`src/rtl/bxg_pkg.sv`:
```
package bxg_pkg;
  typedef enum logic [1:0] {
    TR_IDLE   = 2'b00,
    TR_BUSY   = 2'b01,
    TR_NONSEQ = 2'b10,
    TR_SEQ    = 2'b11
  } htrans_e;

  typedef enum logic [1:0] {
    ST_IDLE,
    ST_FIRST,
    ST_BEAT,
    ST_PAUSE
  } gen_st_e;
endpackage

```
`src/rtl/bxg_burst_enc.sv`:
```
module bxg_burst_enc #(
  parameter int LEN_W = 4
) (
  input  logic             wrap_i,
  input  logic [LEN_W-1:0] len_i,
  output logic [2:0]       burst_o
);
  logic [LEN_W:0] beats;

  assign beats = {1'b0, len_i} + (LEN_W+1)'(1);

  always_comb begin
    if (len_i == '0)                      burst_o = 3'b000;
    else if (beats == (LEN_W+1)'(4))      burst_o = wrap_i ? 3'b010 : 3'b011;
    else if (beats == (LEN_W+1)'(8))      burst_o = wrap_i ? 3'b100 : 3'b101;
    else if (beats == (LEN_W+1)'(16))     burst_o = wrap_i ? 3'b110 : 3'b111;
    else                                  burst_o = 3'b001;
  end
endmodule

```
`src/rtl/bxg_addr_step.sv`:
```
module bxg_addr_step #(
  parameter int ADDR_W = 32,
  parameter int LEN_W  = 4
) (
  input  logic [ADDR_W-1:0] addr_i,
  input  logic [2:0]        size_i,
  input  logic              wrap_i,
  input  logic [LEN_W-1:0]  len_i,
  output logic [ADDR_W-1:0] next_o
);
  logic [ADDR_W-1:0] incr, span, mask, sum;

  assign incr = ADDR_W'(1) << size_i;
  assign span = (ADDR_W'(len_i) + ADDR_W'(1)) << size_i;
  assign mask = span - ADDR_W'(1);
  assign sum  = addr_i + incr;
  // wrap keeps the window base, lets only the low bits roll over
  assign next_o = wrap_i ? ((addr_i & ~mask) | (sum & mask)) : sum;
endmodule

```
`src/rtl/bxg_beat_fsm.sv`:
```
module bxg_beat_fsm
  import bxg_pkg::*;
#(
  parameter int LEN_W = 4
) (
  input  logic             clk_i,
  input  logic             rst_ni,
  input  logic             req_valid_i,
  input  logic [LEN_W-1:0] len_i,
  input  logic             hready_i,
  input  logic             stall_i,
  output logic             free_o,
  output logic             start_o,
  output logic             adv_o,
  output htrans_e          trans_o
);
  gen_st_e          st_q, st_d;
  logic [LEN_W-1:0] rem_q;
  logic             active, last, accept;

  assign active  = (st_q == ST_FIRST) || (st_q == ST_BEAT);
  assign last    = (rem_q == '0);
  assign accept  = active && hready_i;
  assign adv_o   = accept && !last;
  assign free_o  = hready_i && ((st_q == ST_IDLE) || (active && last));
  assign start_o = req_valid_i && free_o;

  always_comb begin
    st_d = st_q;
    unique case (st_q)
      ST_IDLE:  if (start_o) st_d = ST_FIRST;
      ST_FIRST,
      ST_BEAT: begin
        if (accept) begin
          if (last)         st_d = start_o ? ST_FIRST : ST_IDLE;
          else if (stall_i) st_d = ST_PAUSE;
          else              st_d = ST_BEAT;
        end
      end
      ST_PAUSE: if (hready_i && !stall_i) st_d = ST_BEAT;
      default:  st_d = ST_IDLE;
    endcase
  end

  always_comb begin
    unique case (st_q)
      ST_FIRST: trans_o = TR_NONSEQ;
      ST_BEAT:  trans_o = TR_SEQ;
      ST_PAUSE: trans_o = TR_BUSY;
      default:  trans_o = TR_IDLE;
    endcase
  end

  always_ff @(posedge clk_i or negedge rst_ni) begin
    if (!rst_ni) begin
      st_q  <= ST_IDLE;
      rem_q <= '0;
    end else begin
      st_q <= st_d;
      if (start_o)    rem_q <= len_i;
      else if (adv_o) rem_q <= rem_q - LEN_W'(1);
    end
  end

  AST_BUSY_EXITS_TO_SEQ: assert property (@(posedge clk_i) disable iff (!rst_ni)
    trans_o == TR_BUSY |=> (trans_o == TR_BUSY || trans_o == TR_SEQ));
  AST_BUSY_INSIDE_BURST: assert property (@(posedge clk_i) disable iff (!rst_ni)
    trans_o == TR_BUSY |-> $past(trans_o) != TR_IDLE);
  AST_SEQ_HAS_HEAD: assert property (@(posedge clk_i) disable iff (!rst_ni)
    trans_o == TR_SEQ |-> $past(trans_o) != TR_IDLE);
  AST_BUSY_KEEPS_COUNT: assert property (@(posedge clk_i) disable iff (!rst_ni)
    trans_o == TR_BUSY |=> $stable(rem_q));
  AST_FREE_ONLY_AT_END: assert property (@(posedge clk_i) disable iff (!rst_ni)
    (trans_o == TR_BUSY) |-> !free_o);
endmodule

```
`src/rtl/burst_xfer_gen.sv`:
```
module burst_xfer_gen
  import bxg_pkg::*;
#(
  parameter int ADDR_W = 32,
  parameter int LEN_W  = 4
) (
  input  logic              clk_i,
  input  logic              rst_ni,
  input  logic              req_valid_i,
  output logic              req_ready_o,
  input  logic [ADDR_W-1:0] req_addr_i,
  input  logic              req_wrap_i,
  input  logic [2:0]        req_size_i,
  input  logic [LEN_W-1:0]  req_len_i,
  input  logic              src_stall_i,
  input  logic              hready_i,
  output logic [1:0]        htrans_o,
  output logic [ADDR_W-1:0] haddr_o,
  output logic [2:0]        hburst_o,
  output logic [2:0]        hsize_o
);
  logic [ADDR_W-1:0] addr_q, addr_nx;
  logic [2:0]        size_q, burst_q, burst_req;
  logic              wrap_q;
  logic [LEN_W-1:0]  len_q;
  logic              start, adv, free;
  htrans_e           trans;

  bxg_beat_fsm #(.LEN_W(LEN_W)) u_fsm (
    .clk_i       (clk_i),
    .rst_ni      (rst_ni),
    .req_valid_i (req_valid_i),
    .len_i       (req_len_i),
    .hready_i    (hready_i),
    .stall_i     (src_stall_i),
    .free_o      (free),
    .start_o     (start),
    .adv_o       (adv),
    .trans_o     (trans)
  );

  bxg_addr_step #(.ADDR_W(ADDR_W), .LEN_W(LEN_W)) u_step (
    .addr_i (addr_q),
    .size_i (size_q),
    .wrap_i (wrap_q),
    .len_i  (len_q),
    .next_o (addr_nx)
  );

  bxg_burst_enc #(.LEN_W(LEN_W)) u_enc (
    .wrap_i  (req_wrap_i),
    .len_i   (req_len_i),
    .burst_o (burst_req)
  );

  always_ff @(posedge clk_i or negedge rst_ni) begin
    if (!rst_ni) begin
      addr_q  <= '0;
      size_q  <= '0;
      burst_q <= '0;
      wrap_q  <= 1'b0;
      len_q   <= '0;
    end else if (start) begin
      addr_q  <= req_addr_i;
      size_q  <= req_size_i;
      burst_q <= burst_req;
      wrap_q  <= req_wrap_i;
      len_q   <= req_len_i;
    end else if (adv) begin
      addr_q  <= addr_nx;
    end
  end

  assign req_ready_o = free;
  assign htrans_o    = trans;
  assign haddr_o     = addr_q;
  assign hburst_o    = burst_q;
  assign hsize_o     = size_q;

  AST_HOLD_ON_WAIT: assert property (@(posedge clk_i) disable iff (!rst_ni)
    !hready_i |=> ($stable(htrans_o) && $stable(haddr_o) && $stable(hburst_o) && $stable(hsize_o)));
  AST_BUSY_ADDR_HELD: assert property (@(posedge clk_i) disable iff (!rst_ni)
    (htrans_o == TR_BUSY && $past(htrans_o) == TR_BUSY) |-> $stable(haddr_o));
  AST_RESUME_SAME_ADDR: assert property (@(posedge clk_i) disable iff (!rst_ni)
    (htrans_o == TR_SEQ && $past(htrans_o) == TR_BUSY) |-> $stable(haddr_o));
  AST_HEAD_AT_REQ_ADDR: assert property (@(posedge clk_i) disable iff (!rst_ni)
    (req_valid_i && req_ready_o) |=> (htrans_o == TR_NONSEQ && haddr_o == $past(req_addr_i)));
endmodule

```
`config.mk`:
```
export PLATFORM = sky130hd
export DESIGN_NAME = burst_xfer_gen
export DESIGN_NICKNAME = d
export VERILOG_FILES = /design/src/rtl/bxg_pkg.sv /design/src/rtl/bxg_burst_enc.sv /design/src/rtl/bxg_addr_step.sv /design/src/rtl/bxg_beat_fsm.sv /design/src/rtl/burst_xfer_gen.sv
export SDC_FILE = /design/constraint.sdc
export NUM_CORES = 1
export LEC_CHECK = 0
export BUFFER_PORTS_ARGS = -buffer_cell sky130_fd_sc_hd__buf_2
export CAP_MARGIN = 20
export CORE_MARGIN = 2
export CORE_UTILIZATION = 28
export CTS_CLUSTER_DIAMETER = 80
export DETAILED_ROUTE_END_ITERATION = 10
export PLACE_DENSITY_LB_ADDON = 0.08
export REMOVE_ABC_BUFFERS = 1
export SLEW_MARGIN = 20
export SYNTH_ARGS = -nofsm -noshare
export SYNTH_HDL_FRONTEND = slang
export SYNTH_SLANG_ARGS = --single-unit
```
`constraint.sdc`:
```
create_clock -name clk_i -period 3.4 [get_ports clk_i]
set_clock_uncertainty 0.05 [all_clocks]
set_input_delay 0.51 -clock clk_i [delete_from_list [all_inputs] [get_ports clk_i]]
set_output_delay 0.51 -clock clk_i [all_outputs]
set_load 0.02 [all_outputs]
```
# == Yosys cells after proc, flatten, opt, wreduce, memory -nomap -nowiden ==
# Index checks and enable logic that the tools add are counted.
# Widths: inputs -> output; s select.
# totals
register_bits,49
latch_bits,0
ramBits,0
rom_bits,0
in_bits,45
out_inout_bits,41
wordCells,63
mem_count,0
# classes
addsub,5
mul,0
div_mod_pow,0
n_lt_le_gt_ge,0
eq_ne,9
n_shift,2
muxes,20
bitwise,4
n_reduce_logical,16
# op_table
op,n
$mux 32,3
$and 32x32->32,2
$add 32x32->32,1
$not 32->32,1
$or 32x32->32,1
$shl 1x3->32 const A,1
$shl 32x3->32,1
$sub 32x1->32 const B,1
$mux 3,4
$pmux 2 s3,2
$add 4x1->5 const B,2
$logic_not 4->1,2
$mux 2,4
$mux 4,2
$logic_and 1x1->1,6
$ne 2x1->1 const B,3
$eq 5x3->1 const B,1
$eq 5x4->1 const B,1
$eq 5x5->1 const B,1
$mux 1,5
$eq 2x2->1 const B,2
$sub 4x1->4 const B,1
$reduce_and 3->1,1
$eq 2x1->1 const B,1
other kinds (5),7

# == Logic depth before layout (Yosys ltp) ==
# Gate-level depths: netlist (run 1).
# depth
depth_word,10
ltp_mapped,13

# == Cells and area by module ==
# Synthesis (run 1) repeated with hierarchy kept, for this count alone.
# hier_totals
cells_unflattened,495
hier_area_um2,4347.9
# by_module_without_submodules
module,instances,cells_per_inst,area_each_um2
burst_xfer_gen,1,162,1915.6
bxg_addr_step,1,275,1880.6
bxg_beat_fsm,1,52,509.2
bxg_burst_enc,1,6,42.5

# == Worst setup path before layout (run 1) ==
# Ideal clock, no wire load.
# synth_path
path_kind,register to register
startpoint,"register size_q[0], in the netlist hsize_o[0]"
endpoint,register with a tool-made name
setup_ns,0.139
arrival_ns,3.129
required_time_ns,3.211
setup_slack_ns,0.083
stages_incl_launch_ff,14
n_path_buf,2
period_less_slack_ns,3.317
cell_sequence,dfrtp_1 -> buf_2 -> buf_4 -> nor3_1 -> ha_1 -> inv_1 -> fa_1 -> nor2b_1 -> o21ai_0 -> a21o_1 -> a211oi_1 -> a41oi_1 -> o31ai_1 -> o311ai_1
# synth_lines
element,line_no,text
from (decl),burst_xfer_gen.sv:23,"logic [2:0] size_q, burst_q, burst_req;"
from (signal assigned),burst_xfer_gen.sv:65,size_q <= req_size_i;

==> impl_summary.md, run 1 <==
Outcome
The flow ran to the end, and the final reports show no timing, DRC or antenna violations.

Synth
The cell type with the largest total area after synthesis is sky130_fd_sc_hd__dfrtp_1. Synthesis produced a netlist whose cell count is 518. The top cell type's share of synthesized area is 29.9%.

The commonest register cell after synthesis is sky130_fd_sc_hd__dfrtp_1. By area the synthesized netlist is led by sky130_fd_sc_hd__dfrtp_1 (30%), sky130_fd_sc_hd__nand2_1 (5.9%), sky130_fd_sc_hd__ha_1 (4.9%). The post-synthesis instance area is 4100 um^2.

The number of flops mapped to enable cells by yosys is 0. The number of synthesized register bits is 49. The netlist uses 68 different library cells.

The synthesized area per cell is 7.92 um^2. Of all flip-flops after synthesis, the portion carrying an async set or reset was 100%. For this run, the number of Yosys warnings is 0. Sequential elements use 29.9% of the synthesized area.

Critical path
In this run the worst setup path begins at len_q[1]$_DFFE_PN0P_. The worst register-to-register path has a depth of 11. The worst setup path is of the register to register kind. The maximum fanout along the worst path is 8. The worst reg2reg path startpoint is len_q[1]$_DFFE_PN0P_. Data on the critical path arrives at its endpoint at 3.35 ns.

The required time at the endpoint of the critical path is 3.54 ns. STA classifies the critical path endpoint as a register. The reg-to-reg setup timing slack is 0.19 ns. STA classifies the critical path startpoint as a register.

Placed design
The congestion estimate from routability-driven global placement came to 0.838. The count of input and output buffers is 85. The post-DP HPWL is 11200 um.

Counting tap cells, the placed design contains a total of 799 instances.

Clocking
The CTS tree is done. The clock insertion delay at the later pin of the skew report is 0.30 ns. The count of hold buffers inserted by post-cts repair is 0. The post-cts sizing count is 0.

CTS saw 49 sinks. The number of buffers between clock root and the deepest sink is 2. The number of buffers inserted by post-CTS setup repair is 0. The number of clock buffers inserted by TritonCTS is 5. The clock transition time at the flip-flop clock pins of the worst setup and hold paths is 0.07 ns. The CTS H-tree depth is 2. The clock root buffer is sky130_fd_sc_hd__clkbuf_16.

Finish
The layout overhead on the synthesized area is 24.7%. Leaving out fill and tap cells, the most frequent cell in the layout is sky130_fd_sc_hd__buf_2. The post-layout net count is 684. In the layout the commonest cells are sky130_fd_sc_hd__buf_2 (85), sky130_fd_sc_hd__nand2_1 (65), sky130_fd_sc_hd__dfrtp_1 (48). The post-route netlist has 25.7% of its cells at a drive strength greater than 1.

The non-filler instance count after layout is 807. The antenna diode instance count is 0. After filler insertion, the fill cell instance count of the layout stands at 1538.

Routing
The number of DRC markers after the initial detailed-route iteration is 270. The via count of the routed design is 4404. Summed over all layers, the routed wires come to 14800 um.

The routed length per instance is 18.3 um. The DRC violation count after routing is 0. After detailed routing, the number of vias per cell comes to 5.46.

Once detail routing completed, the nets flagged for antenna violations numbered 0. The first TritonRoute pass finished after 5 iterations.

GRT
The first global-routing pass estimated 24000 um of wire. The met2 track utilization from global routing is 30.5%. The number of antenna violations at the first check in global routing came to 0.

The via count of the first global-routing pass is 4360. Global routing consumed, on the met1 layer, 27.1% of the routing resources. The pin count of the biggest net entering global routing is 50.

The leftover overflow at the end of global routing is 0. For this run, global-route usage on met3 was measured as 3.68%. The total global-route track usage is 19.1%. The busiest layer in global routing is met2.

Timing
The worst-case headroom to the max-slew limit is 52.7%. The time the worst path needs with I/O delays and setup is 3.21 ns. The number of hold violations in the final report is 0. The maximum clock frequency is 312 MHz. In the finished design, the share of the clock period the worst path needs comes to 94.4%. The total setup violations reported at the end of the flow is 0. Setup repair after global routing could not meet its margin everywhere. At the pin with the least slew margin, the transition time is 0.710 ns. The total count of max-transition violations in the final report came to 0. The final hold slack is 0.133 ns.

Floorplan
The full die area is 15600 um^2. In this run the count of I/O pins placed on the die edge is 86. Measured along the x axis, the die boundary spans 125 um. The floorplan has 44 rows. The total area inside the core boundary comes to 14400 um^2. The die boundary height is 125 um. For this configuration, the core starts out at a cell density of 28.4%.

Power
The total power divided by cell area is 1080 nW/um^2. Summed over all cells, the static leakage comes to 2.19 nW. IR analysis of the VDD net gives a maximum drop of 0.000325 V.

Job
The reported max-cap violation count is 0.

Hold path
The kind of path behind the tightest hold check is input port to async pin.
## power by group
group | internal, mW | total (mW) | switching, mW
Sequential | 0.868 | 1.24 | 0.370
Combinational | 1.50 | 3.76 | 2.26
Clock | 0.275 | 0.518 | 0.244
## metal layers
layer  wire [um]  share of wire [%]  vias to the layer above
met5           0                  0                        -
met1        7280                 49                     2136
met3         709                4.8                        9
met2        6650                 45                      119
li1            -                  -                     2140
met4         121               0.82                        0
## cell families after synthesis
family | after synthesis | share of synthesized area (%)
and+or+nand+nor | 201 | 23.8
muxes | 11 | 2.87
AOI/OAI and AO/OA | 177 | 29.7
xor gates and xnor gates | 14 | 3.45
buffers and inverters | 49 | 4.97
adders and majority gates | 17 | 5.37
DFF | 49 | 29.9
## cell type report
| class | count | area (um^2) | share of cell area [%] |
|---|---|---|---|
| clock buffer | 7 | 133 | 2.59 |
| clock inverter | 1 | 7.51 | 0.147 |
| inverter | 19 | 71.3 | 1.39 |
| multi-input combinational | 420 | 2710 | 52.9 |
| sequential | 49 | 1230 | 24.0 |
| tap | 184 | 230 | 4.50 |
| timing repair buffer | 127 | 741 | 14.5 |
## worst min-delay path by stage
stage	slack [ns]	depth (start not counted)	to
3_5_place_dp	0.41	1	hburst_o[0]$_DFFE_PN0P_
4_1_cts	0.17	1	hsize_o[0]$_DFFE_PN0P_
6_report	0.13	1	hsize_o[0]$_DFFE_PN0P_
3_3_place_gp	0.41	1	hburst_o[0]$_DFFE_PN0P_
5_1_grt	0.16	1	hsize_o[0]$_DFFE_PN0P_
2_1_floorplan	0.16	0	async pin
## critical path, stage by stage, from the launching register on
cell	delay [ns]
sky130_fd_sc_hd__dfrtp_1	0.43
sky130_fd_sc_hd__ha_2	0.34
sky130_fd_sc_hd__nor2_1	0.19
sky130_fd_sc_hd__or4_1	0.16
sky130_fd_sc_hd__ha_1	0.18
sky130_fd_sc_hd__o221ai_1	0.14
sky130_fd_sc_hd__or4b_1	0.59
sky130_fd_sc_hd__buf_4	0.20
sky130_fd_sc_hd__o31ai_1	0.22
sky130_fd_sc_hd__buf_4	0.18
sky130_fd_sc_hd__nand2_1	0.10
sky130_fd_sc_hd__o311ai_1	0.33
## synthesized netlist by cell type (7+ instances only)
cell type,count
sky130_fd_sc_hd__nand2_1,65
sky130_fd_sc_hd__dfrtp_1,49
sky130_fd_sc_hd__nor2_1,44
sky130_fd_sc_hd__a21oi_1,37
sky130_fd_sc_hd__o21ai_0,33
sky130_fd_sc_hd__nand3_1,20
sky130_fd_sc_hd__clkbuf_1,19
sky130_fd_sc_hd__inv_1,19
sky130_fd_sc_hd__ha_1,16
sky130_fd_sc_hd__nor3_1,15
sky130_fd_sc_hd__o31ai_1,14
sky130_fd_sc_hd__a31oi_1,13
sky130_fd_sc_hd__a211oi_1,9
sky130_fd_sc_hd__and3_1,9
sky130_fd_sc_hd__a211o_1,7
sky130_fd_sc_hd__buf_2,7
sky130_fd_sc_hd__nand2b_1,7
sky130_fd_sc_hd__o22ai_1,7
sky130_fd_sc_hd__xor2_1,7
## through the flow
step | instance area, um^2 | TNS (ns) | setup WS (ns) | utilization, % | power (mW)
floorplan | 3970 | -11.11 | -0.691 | - | 3.53
global placement | 4950 | 0 | 0.0921 | 34.3 | 4.97
detailed placement | 4950 | 0 | 0.0908 | 34.3 | 4.95
CTS | 5090 | 0 | 0.0694 | 35.3 | 5.51
global route | 5110 | 0 | 0.000488 | 35.5 | 6.00
finish | 5110 | 0 | 0.191 | 35.5 | 5.52
(Power assumes the default switching activity.)
==> run 2, diff against run 1 <==
CTS_BUF_LIST = sky130_fd_sc_hd__clkbuf_16   (was default)
==> impl_summary.md, run 2 (synthesized netlist as in run 1, its figures left out) <==
Critical path
The class of the most critical setup path is register to register. Traced cell by cell, the critical path runs through ha_2 -> nor2_1 -> or4_1 -> ha_1 -> o221ai_1 -> or4b_1 -> buf_4 -> o31ai_1 -> buf_4 -> nand2_1 -> o311ai_1. The nature of the critical path endpoint is a register.

The number of buffers and inverters on the critical path is 2 (unchanged). The startpoint type of the worst setup path is a register. Counting stages on the worst path, the most repeated cell is sky130_fd_sc_hd__buf_4. The path length in cells of the critical path came to 11 (unchanged). The maximum fanout along the worst path is 8 (unchanged).

The required time at the endpoint of the critical path is 3.54 ns (about the same). The depth of the worst register-to-register path is 11 (unchanged). The largest individual stage delay along the critical path comes from the cell sky130_fd_sc_hd__or4b_1.

The arrival time at the worst endpoint is 3.35 ns (about the same). The maximum single-stage delay on the critical path is 0.59 ns (about the same). The dominant delay contributor by cell family on the critical path is simple AND/OR/NAND/NOR gates.

Finish
The register area was 1230 um^2 (unchanged). The area of all placed cells without fillers is 5110 um^2 (unchanged). Leaving out fill and tap cells, the most frequent cells in the layout are sky130_fd_sc_hd__buf_2 (85), sky130_fd_sc_hd__nand2_1 (65), sky130_fd_sc_hd__dfrtp_1 (48). Leaving out fill and tap cells, the most frequent cell in the layout is sky130_fd_sc_hd__buf_2. The post-layout net count is 684 (unchanged). The multi-input logic area is 2710 um^2 (unchanged).

The count of fill cells added during filler insertion is 1538 (unchanged). The antenna diode instance count is 0 (unchanged). The layout overhead on the synthesized area is 24.7% (unchanged).

The share of cells above drive strength 1 is 25.7% (unchanged).

GRT
The total global-route track usage was 19.1% (unchanged). The via count of the first global-routing pass is 4360 (unchanged). The pin count of the biggest net entering global routing was 50 (unchanged). The leftover overflow at the end of global routing is 0 (unchanged). The wire length of the first global-routing pass was 24000 um (unchanged). The number of antenna violations at the first check in global routing is 0 (unchanged).

Clocking
TritonCTS built the clock tree. The clock insertion delay at the later pin of the skew report is 0.30 ns (about the same). The number of buffers between clock root and the deepest sink came to 2 (unchanged). The CTS H-tree depth is 2 (unchanged). The clock transition time at the flip-flop clock pins of the worst setup and hold paths is 0.07 ns (about the same).

The number of sinks handled by clock tree synthesis is 49 (unchanged). The number of clock buffers inserted by TritonCTS is 5 (unchanged). In this run the clock root is driven by a sky130_fd_sc_hd__clkbuf_16.

Timing
The total count of max-transition violations in the final report came to 0 (unchanged). The time the worst path needs with I/O delays and setup is 3.21 ns (-0.000383 ns). The total setup violations reported at the end of the flow came to 0 (unchanged). The maximum clock frequency came to 312 MHz (about the same). Setup repair after global routing could not meet its margin everywhere. The total negative slack is 0 ns (unchanged).

The number of hold violations in the final report is 0 (unchanged). The transition at the pin with the smallest max-transition slack is 0.713 ns (+0.00376 ns). The worst-case headroom to the max-slew limit is 52.4% (-0.25 points). The worst setup margin is 0.191 ns (+0.000383 ns).

The period utilization came to 94.4% (about the same).

Routing
The routed length per instance is 18.3 um (about the same). The average vias per placed instance came to 5.46 (unchanged). The number of DRC markers after the initial detailed-route iteration is 263 (-2.6%). The number of search-and-repair iterations in the first detailed-routing pass is 5 (unchanged). The wire length reported by the detailed router came to 14700 um (about the same). The via count of the routed design is 4404 (unchanged).

The final antenna-violating net count is 0 (unchanged). The DRC violation count after routing is 0 (unchanged).

Placed design
The post-DP HPWL is 11200 um (unchanged). The routability congestion estimate is 0.838 (unchanged). The area after detailed placement is 4950 um^2 (unchanged). The worst slack at placement is 0.0908 ns (unchanged). The count of input and output buffers is 85 (unchanged).

Power
The leakage power summed over all cells is 2.20 nW (+0.38%). The total design power was 5.51 mW (about the same). The maximum ir drop on the vdd rail is 0.000325 V (about the same). The total power divided by cell area came to 1080 nW/um^2 (about the same).

Floorplan
The number of placement rows is 44 (unchanged). The area of the core is 14400 um^2 (unchanged). The starting density of the core is 28.4% (unchanged). The full die area is 15600 um^2 (unchanged).

The number of top-level design ports was 86 (unchanged). The die boundary height is 125 um (unchanged). The horizontal die dimension came to 125 um (unchanged).

Job
The reported max-cap violation count is 0 (unchanged).

Outcome
The flow ran to the end, and the final reports show no timing, DRC or antenna violations.

Hold path
The tightest min-delay check is of the input port to async pin type.
==> run 2: layer usage <==
metal	up-vias	share of wire [%]	global-route usage, %	wire [um]
met5	-	0	0	0
met2	110	45	30.5	6620
met4	0	0.82	3.66	121
met3	9	4.6	3.68	678
met1	2144	50	27.1	7310
li1	2141	-	-	-
==> run 2: layout make-up <==
| class | instances | share of cell area, % |
|---|---|---|
| sequential | 49 | 24.0 |
| multi-input combinational | 420 | 52.9 |
| tap | 184 | 4.50 |
| clock buffer | 5 | 2.45 |
| clock inverter | 3 | 0.294 |
| timing repair buffer | 127 | 14.5 |
| inverter | 19 | 1.39 |
==> run 2: timing repair <==
item                       4_1_cts  5_1_grt
setup endpoints to repair        0       14
resized for setup                0        8
setup buffers                    0        0
hold buffers                     0        0
==> run 2: path summary, 6_finish.rpt <==
check                                              from                          to  slack, ns
max in group asynchronous                        rst_ni  u_fsm.rem_q[0]$_DFFE_PN0P_       2.33
worst min-delay path                             rst_ni      hsize_o[0]$_DFFE_PN0P_       0.13
worst max-delay path               len_q[1]$_DFFE_PN0P_                    register       0.19
worst max register to register     len_q[1]$_DFFE_PN0P_                    register       0.19
worst min register to register  hburst_o[2]$_DFFE_PN0P_     hburst_o[2]$_DFFE_PN0P_       0.42
min in group clk_i                        req_size_i[0]      hsize_o[0]$_DFFE_PN0P_       0.36
==> run 2: per-stage QoR <==
step | hold WS [ns] | cells | utilization (%)
floorplan | 0.164 | 488 | -
detailed placement | 0.415 | 799 | 34.3
CTS | 0.175 | 807 | 35.3
finish | 0.133 | 807 | 35.5
global placement | 0.406 | 799 | 34.3
global route | 0.161 | 807 | 35.5
==> run 2: power by group <==
part,leakage (nW),internal (mW),switching (mW)
sequential,0.577,0.868,0.369
combinational,1.55,1.50,2.26
clock,0.0724,0.269,0.246
==> run 3, diff against run 2 <==
CORE_ASPECT_RATIO = 0.6   (was default)
CORE_MARGIN = 5   (was 2)
==> impl_summary.md, run 3 (synthesized netlist as in run 1, its figures left out) <==
Clocking
The clock root buffer is sky130_fd_sc_hd__clkbuf_16. The clock insertion delay at the later pin of the skew report is 0.30 ns (about the same). The CTS H-tree depth is 2 (unchanged).

The clock transition time at the flip-flop clock pins of the worst setup and hold paths is 0.08 ns (about the same). TritonCTS built the clock tree. The number of sinks handled by clock tree synthesis was 49 (unchanged). The number of buffers between clock root and the deepest sink is 2 (unchanged). The number of clock buffers inserted by TritonCTS is 5 (unchanged).

Timing
The transition at the pin with the smallest max-transition slack is 0.788 ns (+0.0748 ns). The maximum clock frequency is 307 MHz (-1.5%). The final hold slack is 0.149 ns (+0.0168 ns). The worst-case headroom to the max-slew limit is 47.5% (-5.0 points). The time the worst path needs with I/O delays and setup is 3.26 ns (+0.0500 ns). Setup repair after global routing left no endpoint under its margin. The period utilization is 95.9% (+1.5 points).

The number of hold violations in the final report is 0 (unchanged). The total count of max-transition violations in the final report is 0 (unchanged). The total setup violations reported at the end of the flow is 0 (unchanged).

Placed design
The post-DP HPWL is 12600 um (+12%). The routability congestion estimate is 0.840 (+0.21%). The count of input and output buffers is 85 (unchanged).

The area after detailed placement is 5040 um^2 (+1.9%).

Routing
The final antenna-violating net count is 0 (unchanged). The number of DRC markers after the initial detailed-route iteration is 459 (+75%). The number of search-and-repair iterations in the first detailed-routing pass is 5 (unchanged). The wire length reported by the detailed router is 16200 um (+10%). The routed length per instance was 19.5 um (+6.8%). The average vias per placed instance came to 5.46 (about the same). The DRC violation count after routing is 0 (unchanged). The via count of the routed design came to 4535 (+3.0%).

Floorplan
The number of placement rows came to 34 (-23%). The number of top-level design ports is 86 (unchanged). The horizontal die dimension was 166 um (+33%). The die boundary height is 104 um (-17%). The area of the core came to 14400 um^2 (about the same). The starting density of the core is 28.4% (about the same).

The full die area came to 17200 um^2 (+10%).

Finish
The layout overhead on the synthesized area is 27.5%. The share of cells above drive strength 1 was 27.6% (+2.0 points). The area of all placed cells without fillers is 5230 um^2 (+2.3%).

The most frequent standard cell in the layout excluding fill and tap cells is sky130_fd_sc_hd__buf_2. The antenna diode instance count is 0 (unchanged). In the layout the commonest cells are sky130_fd_sc_hd__buf_2 (84), sky130_fd_sc_hd__nand2_1 (65), sky130_fd_sc_hd__buf_4 (53). The post-layout net count came to 694 (+1.5%).

Critical path
The largest individual stage delay along the critical path comes from the cell sky130_fd_sc_hd__or4b_4. The nature of the critical path endpoint is a register. The arrival time at the worst endpoint is 3.39 ns (+0.04 ns). The maximum fanout along the worst path is 8 (unchanged). The worst setup path is of the register to register kind. The required time at the endpoint of the critical path came to 3.53 ns (about the same). The worst register-to-register path begins at len_q[1]$_DFFE_PN0P_. The reg-to-reg setup timing slack is 0.14 ns (-0.05 ns).

The worst setup path is launched from a register. Walking the worst path, the cells encountered are ha_1 -> xor2_4 -> and3_4 -> a2111oi_4 -> or4b_4 -> o31a_2 -> o31a_1 -> a221o_1. The maximum single-stage delay on the critical path came to 0.57 ns (-0.02 ns). The number of buffers and inverters on the critical path came to 0 (-2).

The dominant delay contributor by cell family on the critical path is compound AO/OA/AOI/OAI gates. The depth of the worst register-to-register path is 8 (-3).

GRT
The pin count of the biggest net entering global routing came to 53 (+6.0%). The wire length of the first global-routing pass was 25300 um (+5.2%). The leftover overflow at the end of global routing was 0 (unchanged). The via count of the first global-routing pass is 4323 (-0.85%). The number of antenna violations at the first check in global routing was 0 (unchanged). The total global-route track usage is 18.4% (-0.73 points).

Outcome
The flow ran to the end, and the final reports show no timing, DRC or antenna violations.

Power
The maximum ir drop on the vdd rail was 0.000451 V (+39%). The total power divided by cell area came to 1110 nW/um^2 (+2.9%). The leakage power summed over all cells is 2.24 nW (+2.2%).

Job
The reported max-cap violation count was 0 (unchanged).

Hold path
The worst hold path belongs to the class input port to async pin.
## run 3: changes by cell type in the layout (fill, tap and decap cells not counted), sizes merged
cell / change
buf: +10
clkinvlp: +1
inv: -1
## run 3: timing repair
action                                  in CTS  in global routing
endpoints found under the setup margin       0                 15
gates resized for setup                      0                 12
hold buffers                                 0                  0
buffers inserted                             0                  0
## run 3: routing by layer
metal  up-vias  track usage [%]  part of all wire [%]
li1       2168                -                     -
met1      2206             31.1                    57
met2       156             23.4                    36
met3         5             3.88                   6.6
met4         0             2.28                  0.35
met5         -                0                     0
## run 3: report_power, final
part	switching [mW]	internal [mW]	total, mW
Sequential	0.353	0.869	1.22
Combinational	2.46	1.57	4.03
Clock	0.269	0.279	0.549
Total	3.08	2.72	5.80
## run 3: how the worst max path moves through the flow
stage / start / to / cells after the start
detailed placement: len_q[1]$_DFFE_PN0P_ / register / 9
global route: len_q[1]$_DFFE_PN0P_ / register / 9
floorplan: u_fsm.st_q[1]$_DFFE_PN0P_ / register / 8
finish: len_q[1]$_DFFE_PN0P_ / register / 8
CTS: len_q[1]$_DFFE_PN0P_ / register / 9
global placement: hsize_o[1]$_DFFE_PN0P_ / register / 11
## run 3: layout make-up
type	count	area, um^2
sequential	49	1230
timing repair buffer	137	818
fill	1576	9190
tap	198	248
inverter	19	71.3
clock inverter	3	26.3
multi-input combinational	420	2710
clock buffer	5	125
## run 3: per-stage QoR
stage	setup WS [ns]	total power, mW	util (%)	cells	TNS (ns)
finish	0.141	5.80	36.3	831	0
global route	0.0231	6.25	36.3	831	0
CTS	0.0446	5.71	36.0	831	0
detailed placement	0.0804	5.13	34.9	823	0
global placement	0.116	5.15	34.9	823	0
floorplan	-0.691	3.53	-	488	-11.11
## run 3: worst reg2reg max path, cell delays in order (launching register included)
cell and delay (ns):
sky130_fd_sc_hd__dfrtp_1 0.42, sky130_fd_sc_hd__ha_1 0.30, sky130_fd_sc_hd__xor2_4 0.21, sky130_fd_sc_hd__and3_4 0.21
sky130_fd_sc_hd__a2111oi_4 0.36, sky130_fd_sc_hd__or4b_4 0.57, sky130_fd_sc_hd__o31a_2 0.45, sky130_fd_sc_hd__o31a_1 0.30
sky130_fd_sc_hd__a221o_1 0.26
